--- src/rtl/can_bt_pkg.sv ---
package can_bt_pkg;
  typedef enum logic [1:0] {
    SEG_SYNC = 2'd0,
    SEG_PROP = 2'd1,
    SEG_PH1  = 2'd2,
    SEG_PH2  = 2'd3
  } seg_e;
endpackage

--- src/rtl/can_bt_rx_edge.sv ---
module can_bt_rx_edge (
  input  logic clk_i,
  input  logic rst_ni,
  input  logic tq_en_i,
  input  logic rx_i,
  output logic rx_sync_o,
  output logic fall_o
);
  logic s1_q, s2_q, tick_lvl_q;

  always_ff @(posedge clk_i or negedge rst_ni) begin
    if (!rst_ni) begin
      s1_q       <= 1'b1;
      s2_q       <= 1'b1;
      tick_lvl_q <= 1'b1;
    end else begin
      s1_q <= rx_i;
      s2_q <= s1_q;
      if (tq_en_i) tick_lvl_q <= s2_q;
    end
  end

  assign rx_sync_o = s2_q;
  // recessive at previous tick, dominant at this one
  assign fall_o    = tq_en_i & tick_lvl_q & ~s2_q;
endmodule

--- src/rtl/can_bt_resync.sv ---
module can_bt_resync
  import can_bt_pkg::*;
#(
  parameter int LEN_W = 4,
  parameter int SJW_W = 3
) (
  input  seg_e             seg_i,
  input  logic [LEN_W:0]   cnt_i,
  input  logic [LEN_W-1:0] prop_len_i,
  input  logic [LEN_W-1:0] ph2_len_i,
  input  logic [SJW_W-1:0] sjw_i,
  input  logic [SJW_W-1:0] ext_i,
  input  logic [SJW_W-1:0] cut_i,
  input  logic             done_i,
  input  logic             try_i,
  output logic [SJW_W-1:0] ext_o,
  output logic [SJW_W-1:0] cut_o,
  output logic             done_o
);
  localparam int EW = LEN_W + 2;

  logic [EW-1:0] err;

  function automatic logic [SJW_W-1:0] clip(input logic [EW-1:0] e,
                                            input logic [SJW_W-1:0] lim);
    if (e > EW'(lim)) return lim;
    return SJW_W'(e);
  endfunction

  always_comb begin
    ext_o  = ext_i;
    cut_o  = cut_i;
    done_o = done_i;
    err    = '0;
    if (try_i && !done_i) begin
      case (seg_i)
        SEG_PROP: begin
          err    = EW'(cnt_i) + EW'(1);
          ext_o  = clip(err, sjw_i);
          done_o = 1'b1;
        end
        SEG_PH1: begin
          err    = EW'(prop_len_i) + EW'(cnt_i) + EW'(1);
          ext_o  = clip(err, sjw_i);
          done_o = 1'b1;
        end
        SEG_PH2: begin
          // quanta of phase 2 still to come after the edge quantum
          err = EW'(ph2_len_i) - EW'(cnt_i) - EW'(1);
          if (err != '0) begin
            cut_o  = clip(err, sjw_i);
            done_o = 1'b1;
          end
        end
        default: ;
      endcase
    end
  end
endmodule

--- src/rtl/can_bt_seq.sv ---
module can_bt_seq
  import can_bt_pkg::*;
#(
  parameter int LEN_W = 4,
  parameter int SJW_W = 3
) (
  input  logic             clk_i,
  input  logic             rst_ni,
  input  logic             tq_en_i,
  input  logic             hard_i,
  input  logic             rx_sync_i,
  input  logic [LEN_W-1:0] prop_len_i,
  input  logic [LEN_W-1:0] ph1_len_i,
  input  logic [LEN_W-1:0] ph2_len_i,
  input  logic [SJW_W-1:0] ext_n_i,
  input  logic [SJW_W-1:0] cut_n_i,
  input  logic             done_n_i,
  output seg_e             seg_o,
  output logic [LEN_W:0]   cnt_o,
  output logic [SJW_W-1:0] ext_o,
  output logic [SJW_W-1:0] cut_o,
  output logic             done_o,
  output logic             sample_o,
  output logic             rx_bit_o
);
  localparam int CW = LEN_W + 1;

  seg_e          seg_q;
  logic [CW-1:0] cnt_q;
  logic [SJW_W-1:0] ext_q, cut_q;
  logic          done_q, sample_q, bit_q;
  logic [CW-1:0] prop_end, ph1_end, ph2_end;

  assign prop_end = CW'(prop_len_i) - CW'(1);
  assign ph1_end  = CW'(ph1_len_i) + CW'(ext_n_i) - CW'(1);
  assign ph2_end  = CW'(ph2_len_i) - CW'(cut_n_i) - CW'(1);

  always_ff @(posedge clk_i or negedge rst_ni) begin
    if (!rst_ni) begin
      seg_q    <= SEG_SYNC;
      cnt_q    <= '0;
      ext_q    <= '0;
      cut_q    <= '0;
      done_q   <= 1'b0;
      sample_q <= 1'b0;
      bit_q    <= 1'b1;
    end else begin
      sample_q <= 1'b0;
      if (tq_en_i) begin
        if (hard_i) begin
          seg_q  <= SEG_PROP;
          cnt_q  <= '0;
          ext_q  <= '0;
          cut_q  <= '0;
          done_q <= 1'b0;
        end else begin
          ext_q  <= ext_n_i;
          cut_q  <= cut_n_i;
          done_q <= done_n_i;
          case (seg_q)
            SEG_SYNC: begin
              seg_q <= SEG_PROP;
              cnt_q <= '0;
            end
            SEG_PROP: begin
              if (cnt_q >= prop_end) begin
                seg_q <= SEG_PH1;
                cnt_q <= '0;
              end else cnt_q <= cnt_q + CW'(1);
            end
            SEG_PH1: begin
              if (cnt_q >= ph1_end) begin
                seg_q    <= SEG_PH2;
                cnt_q    <= '0;
                sample_q <= 1'b1;
                bit_q    <= rx_sync_i;
              end else cnt_q <= cnt_q + CW'(1);
            end
            default: begin
              if (cnt_q >= ph2_end) begin
                seg_q  <= SEG_SYNC;
                cnt_q  <= '0;
                ext_q  <= '0;
                cut_q  <= '0;
                done_q <= 1'b0;
              end else cnt_q <= cnt_q + CW'(1);
            end
          endcase
        end
      end
    end
  end

  assign seg_o    = seg_q;
  assign cnt_o    = cnt_q;
  assign ext_o    = ext_q;
  assign cut_o    = cut_q;
  assign done_o   = done_q;
  assign sample_o = sample_q;
  assign rx_bit_o = bit_q;
endmodule

--- src/rtl/can_bit_sync.sv ---
module can_bit_sync
  import can_bt_pkg::*;
#(
  parameter int LEN_W = 4,
  parameter int SJW_W = 3
) (
  input  logic             clk_i,
  input  logic             rst_ni,
  input  logic             tq_en_i,
  input  logic             rx_i,
  input  logic             idle_i,
  input  logic [LEN_W-1:0] prop_len_i,
  input  logic [LEN_W-1:0] ph1_len_i,
  input  logic [LEN_W-1:0] ph2_len_i,
  input  logic [SJW_W-1:0] sjw_i,
  output logic             sample_o,
  output logic             rx_bit_o,
  output logic             boundary_o
);
  localparam int CW = LEN_W + 1;

  logic             rx_sync_w, fall_w, hard_w, try_w;
  seg_e             seg_w;
  logic [CW-1:0]    cnt_w;
  logic [SJW_W-1:0] ext_q, cut_q, ext_n, cut_n;
  logic             done_q, done_n;

  can_bt_rx_edge u_edge (
    .clk_i     (clk_i),
    .rst_ni    (rst_ni),
    .tq_en_i   (tq_en_i),
    .rx_i      (rx_i),
    .rx_sync_o (rx_sync_w),
    .fall_o    (fall_w)
  );

  assign hard_w = fall_w & idle_i;
  assign try_w  = fall_w & ~idle_i & rx_bit_o;

  can_bt_resync #(.LEN_W(LEN_W), .SJW_W(SJW_W)) u_resync (
    .seg_i      (seg_w),
    .cnt_i      (cnt_w),
    .prop_len_i (prop_len_i),
    .ph2_len_i  (ph2_len_i),
    .sjw_i      (sjw_i),
    .ext_i      (ext_q),
    .cut_i      (cut_q),
    .done_i     (done_q),
    .try_i      (try_w),
    .ext_o      (ext_n),
    .cut_o      (cut_n),
    .done_o     (done_n)
  );

  can_bt_seq #(.LEN_W(LEN_W), .SJW_W(SJW_W)) u_seq (
    .clk_i      (clk_i),
    .rst_ni     (rst_ni),
    .tq_en_i    (tq_en_i),
    .hard_i     (hard_w),
    .rx_sync_i  (rx_sync_w),
    .prop_len_i (prop_len_i),
    .ph1_len_i  (ph1_len_i),
    .ph2_len_i  (ph2_len_i),
    .ext_n_i    (ext_n),
    .cut_n_i    (cut_n),
    .done_n_i   (done_n),
    .seg_o      (seg_w),
    .cnt_o      (cnt_w),
    .ext_o      (ext_q),
    .cut_o      (cut_q),
    .done_o     (done_q),
    .sample_o   (sample_o),
    .rx_bit_o   (rx_bit_o)
  );

  assign boundary_o = (seg_w == SEG_SYNC);
endmodule

--- config.mk ---
export PLATFORM = sky130hd
export DESIGN_NAME = can_bit_sync
export DESIGN_NICKNAME = d
export VERILOG_FILES = /design/src/rtl/can_bt_pkg.sv /design/src/rtl/can_bt_rx_edge.sv /design/src/rtl/can_bt_resync.sv /design/src/rtl/can_bt_seq.sv /design/src/rtl/can_bit_sync.sv
export SDC_FILE = /design/constraint.sdc
export NUM_CORES = 1
export LEC_CHECK = 0
export ABC_AREA = 1
export ABC_CLOCK_PERIOD_IN_PS = 7300
export CAP_MARGIN = 30
export CORE_UTILIZATION = 50
export CTS_CLUSTER_SIZE = 12
export DETAILED_ROUTE_END_ITERATION = 12
export PLACE_DENSITY = 0.72
export RECOVER_POWER = 50
export SETUP_SLACK_MARGIN = 0.5
export SYNTH_ARGS = -nofsm -noshare
export SYNTH_HDL_FRONTEND = slang
export SYNTH_SLANG_ARGS = --single-unit
--- constraint.sdc ---
create_clock -name clk_i -period 7.3 [get_ports clk_i]
set_input_delay 1.46 -clock clk_i [delete_from_list [all_inputs] [get_ports clk_i]]
set_output_delay 1.46 -clock clk_i [all_outputs]
set_load 0.05 [all_outputs]
# Yosys cells after proc, flatten, opt, wreduce, memory -nomap -nowiden
# Cells that the tools add are included.
# classes
add_sub_neg	11
n_mux	47
bitwise_logic	8
reduce_logical	9
n_lt_le_gt_ge	6
n_eq_ne	5
# ops
op	n
$mux 3	16
$mux 5	4
$mux 1	19
$gt 6x3->1	3
$ge 5x5->1	3
$pmux 5 s3	1
$sub 5x1->5 const B	2
$mux 2	4
$reduce_and 4->1	2
$add 4x5->6	1
$add 5x1->6 const B	1
$add 6x1->6 const B	1
$ne 3x2->1 const B	2
$pmux 2 s3	1
$pmux 3 s2	1
$reduce_bool 6->1	1
$sub 4x5->6	1
$sub 6x1->6 const B	1
$add 4x3->5	1
$add 5x1->5 const B	1
$and 1x1->1	5
$reduce_bool 5->1	1
$sub 4x1->5 const B	1
$sub 4x3->5	1
9 further kinds	12
# totals
elab_cells	96
ff_bits	19
out_inout_bits	3
input_bits	20

# Longest topological paths before layout
# Gate-level depths: netlist of the first run.
# logic_depth
ltp_word	17
mapped_depth	33
depth_no_buf	33

# Cells and area by module
# A second synthesis of the first run with hierarchy kept.
# hier_totals
cells_unflattened	371
area_unflattened_um2	2621.3
# modules_own_cells
mod	area_each_um2	n_inst	cells_each	seq_area_each_um2
can_bt_seq	1458.9	1	186	401.6
can_bt_resync	1039.7	1	171	0.0
can_bt_rx_edge	101.3	1	9	78.8
can_bit_sync	21.3	1	5	0.0

# Worst setup path before layout of the first run
# OpenSTA, ideal clock, no wires.
# synth_timing
path_kind	input-to-reg
from	input ph2_len_i[0]
to	register u_seq.done_q (netlist: u_seq.done_o)
setup_time_ps	76
arrival_time_ps	5233
n_path_buf	0
stages	27
setup_slack_ps	1990
t_required_ps	7224
path_cell_list	ha_1 > inv_1 > fa_1 > xor2_1 > inv_1 > ha_1 > nand2_1 > nand2_1 > o21a_1 > a21oi_2 > nand3_1 > nand2_1 > nand2_1 > nand2_1 > ha_1 > inv_1 > fa_1 > or2_2 > nand2_1 > ha_1 > a21oi_1 > o21ai_1 > nor2_1 > nand2_1 > a21oi_2 > nand2_1 > o21ai_1
# synth_via
elab_chain_cells	17
word_cells_on_any_way	21
cone_classes	add/sub: 4; order compare: 2; mux: 14; reduce/logical: 1
# synth_lines
item	line	text
start: declaration	can_bit_sync.sv:14	input logic [LEN_W-1:0] ph2_len_i,
$sub 4x5->6	can_bt_resync.sv:49	err = EW'(ph2_len_i) - EW'(cnt_i) - EW'(1);
$sub 6x1->6	can_bt_resync.sv:49	
$gt 6x3->1	can_bt_resync.sv:26	if (e > EW'(lim)) return lim;
$mux 1	can_bt_resync.sv:26	
$mux 1	can_bt_resync.sv:50	if (err != '0) begin
$mux 1	can_bt_resync.sv:36	case (seg_i)
$mux 1	can_bt_resync.sv:35	if (try_i && !done_i) begin
$mux 3	can_bt_resync.sv:27	return SJW_W'(e);
$mux 3	can_bt_resync.sv:50	
$mux 3	can_bt_resync.sv:36	
$mux 3	can_bt_resync.sv:35	
$sub 4x3->5	can_bt_seq.sv:36	assign ph2_end = CW'(ph2_len_i) - CW'(cut_n_i) - CW'(1);
$sub 5x1->5	can_bt_seq.sv:36	
$ge 5x5->1	can_bt_seq.sv:80	if (cnt_q >= ph2_end) begin
$mux 1	can_bt_seq.sv:80	
$mux 1 *	can_bt_seq.sv:60	case (seg_q)
$mux 1 *	can_bt_seq.sv:50	if (hard_i) begin
end signal: assignment	can_bt_seq.sv:59	done_q <= done_n_i;
end: declaration	can_bt_seq.sv:31	logic done_q, sample_q, bit_q;
# Every way passes the cells marked *; elsewhere a longest branch is shown, timed or not. The select of a mux whose other input is x is not followed.
# A chain may end at the register's enable or synchronous reset.

# Worst setup path in the final report of the first run
# Ends and elaborated chain as after synthesis.

==> out/qor.yml, run 1 <==
post-dp-hpwl_um: 4700
layout_commonest_cell: "nand2_1"
cap_violations: 0
drive_above_1_share_pct: 6.75
final_cell_mix: "nand2_1 (113), inv_1 (71), ha_1 (47)"
max_freq_ghz: 0.164
multi_input_area_sq_um: 1850
antenna_left: 0
insertion_delay_ns: 0.26
start_kind: "input pin"
chipWidth_um: 74.3
ir_worst_vdd_v: 0.000161
period_needed_ns: 6.09
outcome: "finished, final reports clean"
synth-seq-cells: 19
syn_area_per_cell_sq_um: 6.71
regArea_sq_um: 480
tightest_slew_ns: 0.863
cts_setup_buffers: 0
start_util_pct: 53.6
r2r_setup_slack_ns: 2.20
dominantRegCellSynth: "dfrtp_1"
yosysTopAreaCell: "ha_1"
portBuffers: 22
num_antenna_cells: 0
synth_cells: 390
cts_tree: "yes"
routedWlPerCell_um: 11.7
area_delta_synth_final_pct: 13.2
crit_type: "input pin to flop"
synth_nets: 461
first_pass_iters: 4
grt_usage_pct: 22.8
fin_area_sq_um: 2960
dp_slack_ns: 0.960
finalCritPeriodShare_pct: 83.4
yosys-top-cells-area: "ha_1 (22%), nand2_1 (16%), dfrtp_1 (14%)"
setup_viol: 0
critical_path.endpoint_type: "flop"
synth_edf_count: 0
cts.reportedPaths.clkPinSlew_ns: 0.07
total_power_mw: 0.714
hold_path_class: "flop to flop"
vias_per_cell: 4.96
stdcell_count: 482
num-fill-cells: 495
grt.overflow.total: 0
io_pins: 23
crit_arrival_ns: 6.28
slew_violations: 0
core-area_sq_um: 4880
rsz0062_at_grt: "no"
routed_wl_um: 5660
crit_required_ns: 7.49
grt_pass1_wl_um: 9780
finish.utilization_pct: 60.7
slew_headroom_pct: 42.3
synth_cell_types: 29
async_flop_share_pct: 100
powerDensity_nw_per_um2: 241
cts_buffer_depth: 2
fin_hold_ws_ns: 0.359
yosys_warnings: 0
htree_levels: 1
first_iter_violations: 106
place_area_sq_um: 2920
tns_ns: 0
grt_pass1_vias: 2271
die-area_sq_um: 5530
reg2reg_depth: 28
finalHoldViolCount: 0
yosysSeqAreaShare_pct: 18.4
fin_ws_ns: 1.21
synth_top_area_share_pct: 22.5
die_y_um: 74.3
syn_area_sq_um: 2620
grt_max_degree: 20
whs_path_depth: 0
skew_ns: 0.00265
nets: 487
antenna_found_initial: 0
routabilityCongestion: 0.844
ctsResizeCount: 0
power_leakage_nw: 1.69
root_buffer: "clkbuf_8"
vias: 2393
cts.sinks: 19
drcViolationCount: 0
cts_hold_buf: 0
dp.cells: 478
row_count: 25
numCtsBuffers: 3
crit_path_max_fanout: 8
-- synth_stat cells, types with 3 or more instances --
| library cell | count |
|---|---|
| o21ai_0 | 6 |
| inv_1 | 71 |
| nand3b_1 | 4 |
| nand3_1 | 40 |
| dfstp_2 | 4 |
| or2_2 | 5 |
| xnor2_1 | 3 |
| inv_2 | 3 |
| xor2_1 | 4 |
| nand4_1 | 11 |
| nor3_1 | 3 |
| nand2_1 | 113 |
| ha_1 | 47 |
| nand2_2 | 3 |
| o21ai_1 | 3 |
| nor2_1 | 23 |
| fa_1 | 4 |
| dfrtp_1 | 15 |
| a21oi_1 | 14 |
-- metal layers --
metal,GRT usage (%),wire [um],vias up
met5,0,0,-
met3,3.12,183,6
met1,29.9,2780,1063
li1,-,-,1295
met2,40.8,2660,29
met4,3.35,32,0
-- area by class of cell --
cell class | count | area share (%)
multi-input combinational | 296 | 62.6
sequential | 19 | 16.2
inverter | 74 | 9.38
timing repair buffer | 22 | 7.44
tap | 67 | 2.83
clock buffer | 4 | 1.52
-- flip-flops by register name (all words and copies together), names as in the netlist, 2 cells and up --
register / flops
u_seq.ext_o: 3
u_seq.cut_o: 3
u_seq.seg_o: 2
u_seq.cnt_o: 5
-- worst paths after layout --
check,startpoint,to
min,u_edge.s1_q,u_edge.rx_sync_o
max in group asynchronous,rst_ni,u_seq.cnt_o[0]
min reg2reg,u_edge.s1_q,u_edge.rx_sync_o
max,ph2_len_i[0],u_seq.done_o
max reg2reg,u_seq.cnt_o[0],u_seq.done_o
min in group asynchronous,rst_ni,u_seq.sample_o
-- report_power, final --
| group | total [mW] | leakage (nW) | internal (mW) | switching [mW] |
|---|---|---|---|---|
| combinational | 0.484 | 1.42 | 0.191 | 0.293 |
| clock | 0.0749 | 0.0228 | 0.0389 | 0.0360 |
| sequential | 0.155 | 0.245 | 0.127 | 0.0284 |
-- worst max-delay path, cell delays in order --
cell and delay (ns):
clkdlybuf4s50_1 0.51, ha_1 0.19, inv_1 0.08, fa_1 0.39, xor2_1 0.25, inv_1 0.08, ha_1 0.31, nand2_1 0.07
nand2_1 0.05, o21a_1 0.19, a21oi_2 0.17, nand3_1 0.09, nand2_1 0.08, nand2_1 0.08, nand2_1 0.07, ha_1 0.15
inv_1 0.05, fa_1 0.37, or2_2 0.31, nand2_1 0.06, ha_1 0.25, a21oi_1 0.14, o21ai_1 0.07, nor2_1 0.11
nand2_1 0.10, a21oi_2 0.36, nand2_1 0.11, o21ai_1 0.13
-- logic make-up after synthesis --
kind of cell | count (synthesis) | share of synthesized area (%)
adder cells (fa/ha/maj) | 51 | 25.5
AND/OR/NAND/NOR | 211 | 37.4
flip-flops | 19 | 18.4
XOR/XNOR | 7 | 2.34
AO/OA/AOI/OAI | 27 | 5.64
buffers and inverters | 75 | 10.8
No activity file was read; power rests on OpenSTA's default activity.
==> run 2, diff against run 1 <==
Settings changed: ABC_CLOCK_PERIOD_IN_PS 7300 to 6030.
Clock period 7.3 ns to 6.03 ns, I/O delays scaled along.
==> run 2 against run 1 <==
  * Clock skew is 0.0011 ns higher
  * Sequential share of layout area is 0.77 points lower
  * Core utilization rose by 3.0 points
  * Non-clock buffer count increased by 3
  * Sequential cell count unchanged
  * Worst setup slack lost 0.41 ns
  * Die area unchanged
  * Cell area up 5.0%
  * Clock-buffer cell count is the same
  * Register-to-register slack got worse by 1.0 ns
==> out/qor.yml, run 2 (synthesis gave the netlist of run 1 again) <==
post-dp-hpwl_um: 4590  # -2.3%
die-area_sq_um: 5530  # unchanged
period_needed_ns: 5.23
grt_usage_pct: 23.3  # +0.48 points
slowest_stage: "clkdlybuf4s50_1"
vias_per_cell: 4.99  # +0.46%
crit_path_max_fanout: 5  # -3
dp_slack_ns: -0.0354  # -0.996 ns
cts_tree: "yes"
finalCritPeriodShare_pct: 86.7
r2r_start: "u_seq.cnt_o[0]"
rsz0062_at_grt: "yes"
grt_pass1_wl_um: 9870  # +0.91%
grt_max_degree: 20  # unchanged
row_count: 25  # unchanged
finish.utilization_pct: 63.7  # +3.0 points
crit_type: "input pin to flop"
io_pins: 23  # unchanged
antenna_found_initial: 0  # unchanged
largest_reg_flops: 5  # unchanged
root_buffer: "clkbuf_8"
grt.overflow.total: 0  # unchanged
start_kind: "input pin"
reg2reg_depth: 27  # -3.6%
multi_input_area_sq_um: 1980  # +6.9%
antenna_left: 0  # unchanged
setup_viol: 0  # unchanged
tightest_slew_ns: 0.888  # +0.0251 ns
power_leakage_nw: 1.72  # +1.9%
outcome: "finished, final reports clean"
routedWlPerCell_um: 12.2  # +4.3%
hold_path_class: "flop to flop"
portBuffers: 22  # unchanged
drive_above_1_share_pct: 14.8  # +8.1 points
worstReg2RegEnd: "u_seq.done_o"
cts.reportedPaths.clkPinSlew_ns: 0.07  # about the same
routed_wl_um: 5940  # +4.9%
num_antenna_cells: 0  # unchanged
critical_path.endpoint_type: "flop"
num-fill-cells: 469  # -5.3%
crit_required_ns: 6.23  # -1.26 ns
slew_headroom_pct: 40.6  # -1.7 points
htree_levels: 1  # unchanged
ir_worst_vdd_v: 0.000184  # +15%
start_util_pct: 53.6  # unchanged
chipWidth_um: 74.3  # unchanged
slew_violations: 0  # unchanged
crit_arrival_ns: 5.43  # -0.85 ns
layout_commonest_cell: "nand2_1"
core-area_sq_um: 4880  # unchanged
grt_pass1_vias: 2278  # +0.31%
cts.sinks: 19  # unchanged
nets: 490  # +0.62%
vias: 2419  # +1.1%
numCtsBuffers: 3  # unchanged
place_area_sq_um: 2920  # unchanged
insertion_delay_ns: 0.26  # about the same
final_cell_mix: "nand2_1 (109), inv_1 (68), ha_1 (41)"
skew_ns: 0.00376  # +0.00112 ns
fin_ws_ns: 0.802  # -0.407 ns
whs_path_depth: 0  # unchanged
finalHoldViolCount: 0  # unchanged
fin_area_sq_um: 3110  # +5.0%
drcViolationCount: 0  # unchanged
routabilityCongestion: 0.843  # about the same
slowest_delay_ns: 0.55  # +0.04 ns
powerDensity_nw_per_um2: 299  # +24%
die_y_um: 74.3  # unchanged
max_freq_ghz: 0.191
cap_violations: 0  # unchanged
area_delta_synth_final_pct: 18.8
cts_buffer_depth: 2  # unchanged
min_to: "u_edge.rx_sync_o"
hp-start: "u_edge.s1_q"
first_pass_iters: 4  # unchanged
r2r_setup_slack_ns: 1.18  # -1.02 ns
regArea_sq_um: 480  # unchanged
first_iter_violations: 108  # +1.9%
run 2: cell count changes in the layout (fill, tap and decap cells not counted), moves of 4 or more:
cell,change
a21oi_1,-4
fa_1,-4
fa_2,+4
ha_1,-6
ha_2,+4
nand2_1,-4
nand2_2,+4
nand3_1,-4
nand3_2,+4
run 2: how the worst max path moves through the flow:
stage             startpoint             end  slack (ns)  cells past startpoint
2_1_floorplan   ph2_len_i[0]    u_seq.done_o        0.97                     27
3_3_place_gp    ph2_len_i[0]    u_seq.done_o       -0.06                     28
3_5_place_dp    ph2_len_i[0]    u_seq.done_o       -0.04                     28
4_1_cts        prop_len_i[0]  u_seq.cnt_o[0]        0.52                     33
5_1_grt        prop_len_i[2]  u_seq.cnt_o[3]        0.41                     29
6_report       prop_len_i[2]  u_seq.cnt_o[0]        0.80                     29
run 2: layer usage:
layer  routed length, um  global-route usage [%]  vias up
li1                    -                       -     1297
met1                2780                    30.2     1081
met2                2960                    41.6       35
met3                 165                    3.25        6
met4                  35                    4.19        0
met5                   0                       0        -
run 2: through the flow:
| stage | hold slack [ns] | power, mW | setup TNS (ns) | cells |
|---|---|---|---|---|
| 2_1_floorplan | 0.345 | 0.640 | 0 | 390 |
| 3_3_place_gp | 0.349 | 0.764 | -0.160 | 478 |
| 3_5_place_dp | 0.350 | 0.774 | -0.0367 | 478 |
| 4_1_cts | 0.360 | 0.885 | 0 | 483 |
| 5_1_grt | 0.366 | 1.05 | 0 | 485 |
| 6_report | 0.359 | 0.931 | 0 | 485 |
run 2: final cells by class:
type / count / share of cell area [%]
Sequential cell: 19 / 15.5
Clock buffer: 4 / 1.45
Timing Repair Buffer: 25 / 7.69
Inverter: 74 / 8.93
Multi-Input combinational cell: 296 / 63.8
Tap cell: 67 / 2.70
run 2: power breakdown:
part           total (mW)  switching, mW  leakage, nW  internal, mW
Clock              0.0917         0.0446       0.0228        0.0471
Combinational       0.651          0.389         1.45         0.262
Sequential          0.189         0.0349        0.245         0.154
Total               0.931          0.468         1.72         0.463
run 2: critical path: cells and delay by family:
| kind | cells | cell delay (ns) |
|---|---|---|
| AO/OA/AOI/OAI | 3 | 0.46 |
| adder cells (fa/ha/maj) | 6 | 1.79 |
| buffers and inverters | 6 | 0.87 |
| AND/OR/NAND/NOR | 14 | 1.10 |
run 2: what timing repair did:
item / 4_1_cts / 5_1_grt
gates cloned: 0 / 0
setup buffers: 1 / 2
pin swaps: 3 / 17
hold buffers: 0 / 0
gates resized for setup: 9 / 29
setup endpoints to repair: 14 / 16
==> run 3, diff against run 2 <==
Settings changed: PLACE_DENSITY 0.72 to 0.7, SETUP_SLACK_MARGIN 0.5 to unset.
==> run 3 against run 2 <==
  * Clock-buffer cell count unchanged
  * Register-to-register slack worse by 0.08 ns
  * Non-clock buffer count down 3
  * Sequential cell count unchanged
  * Cell area down 3.6%
  * Final cell count down 0.62%
  * First-iteration DRC count down 11%
  * Clock skew down 0.0015 ns
  * Critical path depth down 1
  * Critical endpoint is now u_seq.done_o
  * Highest routed layer unchanged
==> out/qor.yml, run 3 (synthesis gave the netlist of run 1 again) <==
grt.overflow.total: 0  # unchanged
rsz0062_at_grt: "no"
critical_path.endpoint_type: "flop"
combPwrFrac_pct: 68.1  # -1.8 points
setup_viol: 0  # unchanged
startpoint: "ph2_len_i[0]"
grt_usage_pct: 22.9  # -0.35 points
htree_levels: 1  # unchanged
place_area_sq_um: 2920  # unchanged
crit_type: "input pin to flop"
cts.reportedPaths.clkPinSlew_ns: 0.07  # about the same
cts_tree: "yes"
nets: 487  # -0.61%
insertion_delay_ns: 0.26  # about the same
skew_ns: 0.00226  # -0.00150 ns
antenna_left: 0  # unchanged
finalHoldViolCount: 0  # unchanged
tns_ns: 0  # unchanged
power.share.clock_pct: 10.5  # +0.6 points
num_antenna_cells: 0  # unchanged
hold_path_class: "flop to flop"
cap_violations: 0  # unchanged
outcome: "finished, final reports clean"
dp.cells: 478  # unchanged
first_pass_iters: 4  # unchanged
numCtsBuffers: 3  # unchanged
max_freq_ghz: 0.176  # -7.9%
ir_worst_vdd_v: 0.000129  # -30%
crit_required_ns: 6.22  # about the same
dp_slack_ns: -0.0201  # +0.0153 ns
final_cell_mix: "nand2_1 (110), inv_1 (71), ha_1 (46)"
drcViolationCount: 0  # unchanged
finalCritPeriodShare_pct: 94.1  # +7.4 points
die-area_sq_um: 5530  # unchanged
cts_buffer_depth: 2  # unchanged
routabilityCongestion: 0.830  # -1.6%
layout_commonest_cell: "nand2_1"
worstReg2RegEnd: "u_seq.done_o"
crit_arrival_ns: 5.87  # +0.44 ns
internal_power_mw: 0.440  # -5.0%
first_iter_violations: 96  # -11%
root_buffer: "clkbuf_8"
power_switching_mw: 0.444  # -5.1%
row_count: 25  # unchanged
reg2reg_depth: 28  # +3.7%
routed_wl_um: 5740  # -3.4%
cp-endpoint: "u_seq.done_o"
start_util_pct: 53.6  # unchanged
r2r_setup_slack_ns: 1.10  # -0.08 ns
vias: 2448  # +1.2%
power_leakage_nw: 1.69  # -1.7%
whs_path_depth: 0  # unchanged
antenna_found_initial: 0  # unchanged
finish.utilization_pct: 61.4  # -2.3 points
grt_pass1_vias: 2305  # +1.2%
powerDensity_nw_per_um2: 295  # -1.5%
fin_hold_ws_ns: 0.357  # -0.00215 ns
total_power_mw: 0.884  # -5.1%
stdcell_count: 482  # -0.62%
crit_path_max_fanout: 8  # +3
r2r_start: "u_seq.cnt_o[0]"
area_delta_synth_final_pct: 14.5
die_y_um: 74.3  # unchanged
routedWlPerCell_um: 11.9  # -2.8%
grt_max_degree: 20  # unchanged
cts_hold_buf: 0  # unchanged
hp-start: "u_edge.s1_q"
p_sw_share_pct: 50.3  # about the same
portBuffers: 22  # unchanged
largest_reg_flops: 5  # unchanged
period_needed_ns: 5.68  # +0.448 ns
grt_pass1_wl_um: 9820  # -0.56%
core-area_sq_um: 4880  # unchanged
post-dp-hpwl_um: 4680  # +2.0%
io_pins: 23  # unchanged
vias_per_cell: 5.08  # +1.8%
fin_area_sq_um: 3000  # -3.6%
slew_violations: 0  # unchanged
pwr-share-seq_pct: 21.5  # +1.2 points
start_kind: "input pin"
slew_headroom_pct: 40.2  # -0.43 points
drive_above_1_share_pct: 8.67  # -6.2 points
tightest_slew_ns: 0.894  # +0.00648 ns
cts.sinks: 19  # unchanged
fin_ws_ns: 0.354  # -0.448 ns
chipWidth_um: 74.3  # unchanged
==> run 3: metal layers <==
layer,wire length (um),up-vias,global-route usage (%)
met5,0,-,0
met4,20,0,4.19
met3,177,4,3.52
met2,2750,41,40.7
met1,2800,1106,29.7
li1,-,1297,-
==> run 3: worst min path at each step <==
stage	end	slack (ns)
5_1_grt	u_edge.rx_sync_o	0.36
3_5_place_dp	u_edge.rx_sync_o	0.35
3_3_place_gp	u_edge.rx_sync_o	0.35
4_1_cts	u_edge.rx_sync_o	0.36
2_1_floorplan	u_edge.rx_sync_o	0.35
6_report	u_edge.rx_sync_o	0.36
==> run 3: what timing repair did <==
action / 4_1_cts / 5_1_grt
endpoints found under the setup margin: 0 / 12
hold endpoints to repair: 0 / 0
resized for setup: 0 / 10
buffers inserted: 0 / 0
==> run 3: final cells by class <==
class	instances	area, sq um
Timing Repair Buffer	22	220
Sequential cell	19	480
Multi-Input combinational cell	296	1890
Tap cell	67	83.8
Clock buffer	4	45.0
Fill cell	487	1880
Inverter	74	278
==> run 3: critical path, cell delays in order <==
cell             delay [ns]
clkdlybuf4s50_1        0.52
ha_2                   0.20
inv_1                  0.07
fa_2                   0.36
xor2_2                 0.18
inv_1                  0.07
ha_1                   0.30
nand2_1                0.07
nand2_1                0.04
o21a_1                 0.19
a21oi_2                0.17
nand3_1                0.09
nand2_1                0.08
nand2_1                0.08
nand2_1                0.07
ha_1                   0.16
inv_1                  0.06
fa_1                   0.37
or2_2                  0.31
nand2_1                0.07
ha_1                   0.25
a21oi_1                0.14
o21ai_1                0.07
nor2_1                 0.16
nand2_2                0.10
a21oi_4                0.27
nand2_1                0.09
o21ai_1                0.12
==> run 3: power groups by stage <==
stage	clock network (mW)	registers, mW	logic (mW)
3_3_place_gp	0	0.190	0.576
2_1_floorplan	0	0.189	0.451
3_5_place_dp	0	0.191	0.584
6_report	0.0924	0.190	0.602
4_1_cts	0.0940	0.189	0.589
5_1_grt	0.100	0.194	0.699
